==> config.mk <==
export PLATFORM = sky130hd
export DESIGN_NAME = baud_frame_cfg
export DESIGN_NICKNAME = d
export VERILOG_FILES = /design/src/rtl/baud_frame_pkg.sv /design/src/rtl/baud_frame_dec.sv /design/src/rtl/baud_tick_gen.sv /design/src/rtl/baud_frame_cfg.sv
export SDC_FILE = /design/constraint.sdc
export NUM_CORES = 1
export LEC_CHECK = 0
export BUFFER_PORTS_ARGS = -buffer_cell sky130_fd_sc_hd__buf_2
export CORE_AREA = 2 2 84 70
export CTS_CLUSTER_SIZE = 16
export DETAILED_ROUTE_END_ITERATION = 6
export DIE_AREA = 0 0 86 72
export GPL_TIMING_DRIVEN = 1
export PLACE_DENSITY_LB_ADDON = 0.15
export SLEW_MARGIN = 20
export SYNTH_ARGS = -nofsm -noshare
export SYNTH_HDL_FRONTEND = slang
export SYNTH_HIERARCHICAL = 1
export SYNTH_SLANG_ARGS = --single-unit
==> constraint.sdc <==
create_clock -name clk -period 5.8 [get_ports clk]
set_input_delay 0.29 -clock clk [delete_from_list [all_inputs] [get_ports clk]]
set_output_delay 0.29 -clock clk [all_outputs]
set_load 0.1 [all_outputs]
==> src/rtl/baud_frame_pkg.sv <==
package baud_frame_pkg;

   typedef enum logic [1:0] {
      PAR_NONE = 2'b00,
      PAR_ODD  = 2'b01,
      PAR_EVEN = 2'b10
   } parity_e;

   typedef struct packed {
      logic [1:0] width_code;
      logic       two_stop;
      parity_e    parity;
   } frame_t;

   localparam int unsigned DATA_BITS_BASE = 5;

endpackage

==> src/rtl/baud_frame_dec.sv <==
module baud_frame_dec
   import baud_frame_pkg::*;
#(
   parameter int LCR_W = 5
) (
   input  logic [LCR_W-1:0] line,
   output frame_t           frame
);

   localparam int WIDTH_LO  = 0;
   localparam int STOP_BIT  = 2;
   localparam int PEN_BIT   = 3;
   localparam int SENSE_BIT = 4;

   initial begin
      assert (LCR_W == SENSE_BIT + 1)
         else $error("baud_frame_dec: LCR_W must be %0d", SENSE_BIT + 1);
   end

   always_comb begin
      frame.width_code = line[WIDTH_LO +: 2];
      frame.two_stop   = line[STOP_BIT];
      if (!line[PEN_BIT]) begin
         frame.parity = PAR_NONE;
      end else if (line[PEN_BIT] | line[SENSE_BIT]) begin
         frame.parity = PAR_EVEN;
      end else begin
         frame.parity = PAR_ODD;
      end
   end

endmodule

==> src/rtl/baud_tick_gen.sv <==
module baud_tick_gen #(
   parameter int DIV_W       = 16,
   parameter int FRAC_W      = 3,
   parameter int OS_LOG2     = 4,
   parameter bit FRAC_SPREAD = 1'b1
) (
   input  logic              clk,
   input  logic              rst_n,
   input  logic              reload,
   input  logic [DIV_W-1:0]  div,
   input  logic [FRAC_W-1:0] frac,
   output logic              run,
   output logic              os_tick,
   output logic              bit_tick
);

   localparam int OS_N  = 1 << OS_LOG2;
   localparam int WIDE  = (DIV_W > FRAC_W) ? DIV_W : FRAC_W;
   localparam int CNT_W = WIDE + 2;
   localparam logic [OS_LOG2-1:0] IDX_LAST = OS_LOG2'(OS_N - 1);

   initial begin
      assert (DIV_W >= 2) else $error("baud_tick_gen: DIV_W too small");
      assert (FRAC_W >= 1) else $error("baud_tick_gen: FRAC_W too small");
      assert (OS_LOG2 >= 1 && OS_LOG2 <= 8)
         else $error("baud_tick_gen: OS_LOG2 out of range");
      assert (!FRAC_SPREAD || ((1 << FRAC_W) - 1) <= OS_N)
         else $error("baud_tick_gen: fraction exceeds slot count");
   end

   logic [CNT_W-1:0]   slot_cnt;
   logic [CNT_W-1:0]   slot_len;
   logic [CNT_W-1:0]   extra;
   logic [CNT_W-1:0]   frac_ext;
   logic [CNT_W-1:0]   idx_ext;
   logic [OS_LOG2-1:0] slot_idx;
   logic               slot_end;
   logic               last_slot;

   assign frac_ext  = CNT_W'(frac);
   assign idx_ext   = CNT_W'(slot_idx);
   assign last_slot = (slot_idx == IDX_LAST);
   assign run       = |div;

   generate
      if (FRAC_SPREAD) begin : g_spread
         assign extra = (idx_ext < frac_ext) ? CNT_W'(1) : '0;
      end else begin : g_lump
         assign extra = last_slot ? frac_ext : '0;
      end
   endgenerate

   assign slot_len = CNT_W'(div) + CNT_W'(1) + extra;
   assign slot_end = run && (slot_cnt == slot_len - CNT_W'(1));

   always_ff @(posedge clk or negedge rst_n) begin
      if (!rst_n) begin
         slot_cnt <= '0;
         slot_idx <= '0;
      end else if (reload || !run) begin
         slot_cnt <= '0;
         slot_idx <= '0;
      end else if (slot_end) begin
         slot_cnt <= '0;
         slot_idx <= slot_idx + OS_LOG2'(1);
      end else begin
         slot_cnt <= slot_cnt + CNT_W'(1);
      end
   end

   assign os_tick  = slot_end;
   assign bit_tick = slot_end && last_slot;

   // the slot counter never passes the end of its slot
   p_slot_bound_r4: assert property (@(posedge clk) disable iff (!rst_n)
      run |-> (slot_cnt < slot_len));

   // a reload restarts at the first slot
   p_reload_r10: assert property (@(posedge clk) disable iff (!rst_n)
      reload |=> (slot_cnt == '0 && slot_idx == '0));

   // the bit boundary returns the slot index to zero
   p_wrap_r3: assert property (@(posedge clk) disable iff (!rst_n)
      bit_tick |=> (slot_idx == '0));

endmodule

==> src/rtl/baud_frame_cfg.sv <==
module baud_frame_cfg
   import baud_frame_pkg::*;
#(
   parameter int LCR_W       = 5,
   parameter int DIV_W       = 16,
   parameter int FRAC_W      = 3,
   parameter int OS_LOG2     = 4,
   parameter bit FRAC_SPREAD = 1'b1,
   parameter int DBITS_W     = 4
) (
   input  logic              clk,
   input  logic              rst_n,
   input  logic              line_we,
   input  logic [LCR_W-1:0]  line_wdata,
   input  logic              div_we,
   input  logic [DIV_W-1:0]  div_wdata,
   input  logic              frac_we,
   input  logic [FRAC_W-1:0] frac_wdata,
   output logic              bit_tick,
   output logic              os_tick,
   output logic              tick_run,
   output logic [DBITS_W-1:0] data_bits,
   output logic              two_stop,
   output logic [1:0]        parity_mode
);

   initial begin
      assert (DBITS_W >= 4) else $error("baud_frame_cfg: DBITS_W too small");
   end

   logic [LCR_W-1:0]  lcr_q,  lcr_n;
   logic [DIV_W-1:0]  div_q,  div_n;
   logic [FRAC_W-1:0] frac_q, frac_n;
   logic              any_we;
   logic              eval;
   logic              reload;
   frame_t            frame_n, frame_q;
   logic              os_w, bit_w, run_w;

   assign lcr_n  = line_we ? line_wdata : lcr_q;
   assign div_n  = div_we  ? div_wdata  : div_q;
   assign frac_n = frac_we ? frac_wdata : frac_q;
   assign any_we = line_we | div_we | frac_we;
   assign eval   = any_we && (div_n != '0);
   assign reload = div_we | frac_we;

   baud_frame_dec #(.LCR_W(LCR_W)) u_dec (
      .line  (lcr_n),
      .frame (frame_n)
   );

   always_ff @(posedge clk or negedge rst_n) begin
      if (!rst_n) begin
         lcr_q   <= '0;
         div_q   <= '0;
         frac_q  <= '0;
         frame_q <= '0;
      end else begin
         lcr_q  <= lcr_n;
         div_q  <= div_n;
         frac_q <= frac_n;
         if (eval) begin
            frame_q <= frame_n;
         end
      end
   end

   baud_tick_gen #(
      .DIV_W       (DIV_W),
      .FRAC_W      (FRAC_W),
      .OS_LOG2     (OS_LOG2),
      .FRAC_SPREAD (FRAC_SPREAD)
   ) u_tick (
      .clk      (clk),
      .rst_n    (rst_n),
      .reload   (reload),
      .div      (div_q),
      .frac     (frac_q),
      .run      (run_w),
      .os_tick  (os_w),
      .bit_tick (bit_w)
   );

   assign bit_tick    = bit_w;
   assign os_tick     = os_w;
   assign tick_run    = run_w;
   assign data_bits   = DBITS_W'(frame_q.width_code) + DBITS_W'(DATA_BITS_BASE);
   assign two_stop    = frame_q.two_stop;
   assign parity_mode = frame_q.parity;

   // no sub-bit pulse while the divisor register is zero
   p_idle_r5: assert property (@(posedge clk) disable iff (!rst_n)
      (div_q == '0) |-> !os_w);

   // a write that leaves the divisor at zero keeps the frame
   p_frame_hold_r6: assert property (@(posedge clk) disable iff (!rst_n)
      (any_we && div_n == '0) |=> $stable(frame_q));

   // the odd code never reaches the frame register
   p_no_odd_r9: assert property (@(posedge clk) disable iff (!rst_n)
      frame_q.parity != PAR_ODD);

endmodule

## Yosys cells after proc, flatten, opt, wreduce, memory -nomap -nowiden

Index checks and enable logic that the tools add are counted.

| operators by class | value |
|---|---|
| reductions and logical operators | 8 |
| bitwise operators | 4 |
| equality and inequality tests | 2 |
| magnitude comparators | 1 |
| multiplexer cells | 9 |
| add/subtract/negate cells | 6 |

Operators with widths:

| kind | count |
|---|---|
| 18-bit two-way mux | 2 |
| 18-bit by 1-bit adder with 18-bit output, second input constant | 1 |
| 18-bit adder | 1 |
| 18-bit == test | 1 |
| 18-bit by 1-bit subtractor with 18-bit output, second input constant | 1 |
| 16-bit by 1-bit adder with 17-bit output, second input constant | 1 |
| 16-bit two-way mux | 1 |
| 16-bit nonzero test | 1 |
| 16-bit OR reduction | 1 |
| 4-bit two-way mux | 2 |
| 5-bit two-way mux | 1 |
| 2-bit by 3-bit adder with 4-bit output, second input constant | 1 |
| 4-bit by 1-bit adder with 4-bit output, second input constant | 1 |
| 4-bit == test, second input constant | 1 |
| 4-bit by 3-bit less-than comparator with 1-bit output | 1 |
| 2-bit two-way mux | 2 |
| 1-bit OR | 4 |
| 1-bit logical AND | 3 |
| 2-bit nonzero test | 1 |
| 1-bit logical NOT | 1 |
| 1-bit logical OR | 1 |
| 1-bit two-way mux | 1 |

| word-level totals | value |
|---|---|
| flip-flop bits (word level) | 51 |
| output and inout port bits | 10 |
| bits of input ports | 29 |
| word-level logic and storage cells | 38 |

## Depth between registers and ports, before layout

| depth | value |
|---|---|
| word-level depth | 8 |
| gate-level depth with buffers | 15 |
| gate-level depth less buffers | 13 |

## By module

Netlist, hierarchy kept.

Modules (own cells, without submodules):

| module | times used | seq. area each (µm²) | area each (µm²) | cells each |
|---|---|---|---|---|
| baud_tick_gen | 1 | 550.5 | 1813.0 | 211 |
| baud_frame_cfg | 1 | 725.7 | 1265.0 | 79 |
| baud_frame_dec | 1 | 0.0 | 37.5 | 6 |

## Least setup slack after synthesis

Ideal clock, no wire load.

| path | value |
|---|---|
| path kind | reg2out |
| start point | register u_tick.slot_idx[1] |
| end point | output bit_tick |
| cell stages (with the launch flop) | 13 |
| slack | -0.621 ns |
| arrival time | 6.131 ns |
| buffers on the path | 1 |
| data required time | 5.510 ns |
| path through | dfrtp_1 -> ha_1 -> a21o_1 -> a211oi_1 -> ha_1 -> ha_1 -> buf_4 -> inv_1 -> or4_4 -> a2111oi_4 -> or4b_4 -> nor3_1 -> and4_1 |

| on the way | value |
|---|---|
| cells in the longest elaborated chain, start to end | 7 |
| elaborated cells between the ends (all ways) | 8 |
| classes of those cells | add/sub (2); order compare (1); eq/ne (2); mux (1); reduce/logical (2) |

Ends and longest elaborated chain:

| item | line | RTL |
|---|---|---|
| from (decl) | baud_tick_gen.sv:36 | `logic [OS_LOG2-1:0] slot_idx;` |
| from (signal assigned) | baud_tick_gen.sv:65 | `slot_idx <= slot_idx + OS_LOG2'(1);` |
| 4-bit by 3-bit less-than comparator with 1-bit output | baud_tick_gen.sv:47 | `assign extra = (idx_ext < frac_ext) ? CNT_W'(1) : '0;` |
| 1-bit two-way mux | baud_tick_gen.sv:47 |  |
| 18-bit adder | baud_tick_gen.sv:53 | `assign slot_len = CNT_W'(div) + CNT_W'(1) + extra;` |
| 18-bit by 1-bit subtractor with 18-bit output | baud_tick_gen.sv:54 | `assign slot_end = run && (slot_cnt == slot_len - CNT_W'(1));` |
| 18-bit == test | baud_tick_gen.sv:54 |  |
| 1-bit logical AND | baud_tick_gen.sv:54 |  |
| named net os_tick | baud_frame_cfg.sv:20 | `output logic os_tick,` |
| 1-bit logical AND | baud_tick_gen.sv:72 | `assign bit_tick = slot_end && last_slot;` |
| to (decl) | baud_frame_cfg.sv:19 | `output logic bit_tick,` |

The timed path passes the listed nets, and every way through them passes these cells.

## Worst setup path in the final report

| path | value |
|---|---|
| start point | register u_tick.slot_idx[1] |
| end point | output bit_tick |

| on the way | value |
|---|---|
| cells in the longest elaborated chain, start to end | 7 |
| elaborated cells between the ends (all ways) | 8 |
| classes of those cells | add/sub (2); order compare (1); eq/ne (2); mux (1); reduce/logical (2) |

Ends and longest elaborated chain:

| item | line |
|---|---|
| 4-bit by 3-bit less-than comparator with 1-bit output | baud_tick_gen.sv:47 |
| 1-bit two-way mux | baud_tick_gen.sv:47 |
| 18-bit adder | baud_tick_gen.sv:53 |
| 18-bit by 1-bit subtractor with 18-bit output | baud_tick_gen.sv:54 |
| 18-bit == test | baud_tick_gen.sv:54 |
| 1-bit logical AND | baud_tick_gen.sv:54 |
| 1-bit logical AND * | baud_tick_gen.sv:72 |

Every way passes the cells marked *; elsewhere a longest branch is shown, timed or not.

==> summary.txt <==
Status
  – Status: complete, no violations

Clock tree
  – CTS Buf Count: 5
  – CTS clock-pin slew for the worst setup and hold paths: 0.09 ns
  – CTS resizes: 0
  – Num Clock Sinks: 50
  – Clk root buf: clkbuf_8
  – CTS Buffer Depth: 2
  – Post-CTS Setup Inserts: 0
  – Clock Latency Late Sink: 0.31 ns
  – H-tree levels: 2
  – TritonCTS clock tree: yes
  – CTS Hold Bufs: 0

Finish
  – N_diodes: 0
  – Final #Nets: 359
  – Layout cells sized above 1: 26.5%
  – Area Growth Syn to Fin: 9.79%

Global route
  – Vias in the first global route: 2174
  – Initial antenna violation count: 0
  – Total track usage: 22.3%
  – Total gr overflow: 0
  – First-pass GRT wire length: 10600 microns
  – Largest net degree at the start of global routing: 51

STA
  – Final min period: 4.88 ns
  – Unrepaired setup endpoints after global routing: false
  – Slew Limit Fails: 0
  – Setup violators final: 0
  – F_max: 205 MHz
  – Period Utilization, post-route: 84.2%
  – Actual slew at the worst max-slew pin: 0.859 ns
  – Slew headroom: 42.7%
  – Fin Hold WS: 0.0753 ns
  – Total Negative Setup Slacks: 0 ns
  – Layout Skew: 0.00477 ns
  – Final Hold Vio Count: 0

Drt
  – WL met2: 2840 microns
  – Vias: 2288
  – Detailed Route Iter0 Violations: 139
  – Pre-antenna DRT Iters: 4
  – Wl on met1: 3040 microns
  – DRC viols: 0
  – WL per Instance: 16.2 microns
  – Highest routed layer: met4
  – Wirelength, routed: 6290 microns
  – Post-DRT Antenna Nets: 0
  – Drt via density: 5.88
  – Met3 WL: 354 microns

Critical path
  – Startpoint types: flip-flop
  – CP arrival: 4.59 ns
  – Endpoint class of the critical path: output port
  – Crit-path cells: ha_1, a21o_1, a211oi_1, ha_1, ha_1, inv_1, or4_4, a2111oi_4, or4b_4, nor3_2, and4_1, buf_2
  – Worst path top cell family by delay: simple AND/OR/NAND/NOR gates
  – WP data required: 5.51 ns
  – Most frequent CP cell: ha_1
  – Crit Path Class: flip-flop to output port
  – Crit path buffers/inverters: 2
  – Critical path's largest stage delay: 0.54 ns
  – Slowest cell on crit path: or4_4
  – Crit-path max FO: 10

Power
  – Pwr/cell area: 247 mW/mm^2
  – Maximum VDD drop: 0.154 mV
  – Leakage power: 1.42 nW

Place
  – Port bufs: 37
  – Gpl congestion: 0.879
  – HPWL after detailed placement: 4690 microns

Yosys
  – Syn nets: 330
  – Syn avg cell area: 10.5 sq um
  – Synth warnings: 6
  – Post-Synthesis Cells: 294
  – Post-synthesis cell area: 0.00308 sq mm

Floorplan
  – DIE AREA: 0.00619 sq mm
  – Die height: 72 microns
  – Die Width: 86 microns
  – Initial Util: 57.9%
  – I/O pin count: 39
  – Total core area: 0.00532 sq mm
  – Number of core rows: 24

Job
  – Max Cap Viol: 0

Min path
  – Hold WC Path Type: primary input to asynchronous set/reset pin
==> metrics by stage <==
stage          utilization, %  area, sq um  setup WS, ns  total power [W]  cells
2_1_floorplan               -         3080         0.315         0.000540    294
3_3_place_gp             61.3         3260          1.28         0.000575    381
3_5_place_dp             61.3         3260          1.26         0.000578    381
4_1_cts                  63.6         3380         0.901         0.000841    389
5_1_grt                  63.6         3380         0.690         0.000872    389
6_report                 63.6         3380         0.916         0.000834    389
==> cell usage in the layout (no fill, tap or decap), types with 2 or more instances in the layout <==
cell type	count
nor2_1	27
xor2_1	17
a21oi_1	4
mux2i_1	4
xnor2_1	18
and4_1	4
nand2b_1	5
or4b_1	2
a21o_1	3
a31oi_1	2
buf_2	37
nor3_1	5
nand4_1	11
dfrtp_1	50
ha_1	7
nor4_1	10
clkbuf_8	6
inv_1	10
nand3_1	12
mux2_4	8
and3_1	4
buf_4	2
or4_1	5
mux2_2	20
o31ai_1	3
a211oi_1	3
or2_2	2
nand2_1	16
==> worst reg2reg max path: cells and delay by family, from the launching register on <==
family / cells / cell delay (ns)
fa+ha+maj: 3 / 0.93
simple gates: 3 / 1.25
compound gates: 4 / 1.57
flops: 1 / 0.43
buf+inv: 1 / 0.11
==> final timing paths <==
path / slack, ns / depth (start not counted) / to / start
max: 0.92 / 12 / bit_tick / u_tick/slot_idx[1]$_DFFE_PN0P_
min: 0.08 / 2 / u_tick/slot_idx[0]$_DFFE_PN0P_ / rst_n
max reg2reg: 1.36 / 11 / u_tick/slot_cnt[14]$_DFF_PN0_ / u_tick/slot_idx[1]$_DFFE_PN0P_
min reg2reg: 0.51 / 1 / lcr_q[0]$_DFF_PN0_ / lcr_q[0]$_DFF_PN0_
max in group asynchronous: 5.31 / 2 / u_tick/slot_cnt[16]$_DFF_PN0_ / rst_n
min in group clk: 0.21 / 2 / frac_q[2]$_DFFE_PN0P_ / frac_wdata[2]
==> where the power goes <==
part	leakage, nW	internal (W)	switching [W]	total, W
clock network	0.0618	0.000142	0.000120	0.000262
logic	0.725	0.0000618	0.000111	0.000172
registers	0.634	0.000369	0.0000306	0.000399
==> area by class of cell <==
cell class                      count  area [sq um]
Clock buffer                        6          82.6
Tap cell                           65          81.3
Fill cell                         430          1930
Timing Repair Buffer               39           200
Multi-Input combinational cell    217          1690
Sequential cell                    50          1250
Inverter                           10          37.5
Clock inverter                      2          38.8
==> state kept, by name, summed over array words and instances, names as in the netlist <==
| signal | flops |
|---|---|
| u_tick/slot_cnt | 18 |
| div_q | 16 |
| lcr_q | 4 |
| u_tick/slot_idx | 4 |
| frac_q | 3 |
| frame_q | 2 |
| parity_mode | 2 |
| two_stop | 1 |
==> routing by layer <==
layer	track usage, %	vias up
met1	30.7	1109
met4	6.88	0
li1	-	1109
met2	34.6	65
met3	6.14	5
met5	0	-
No activity file was read; power rests on OpenSTA's default activity.
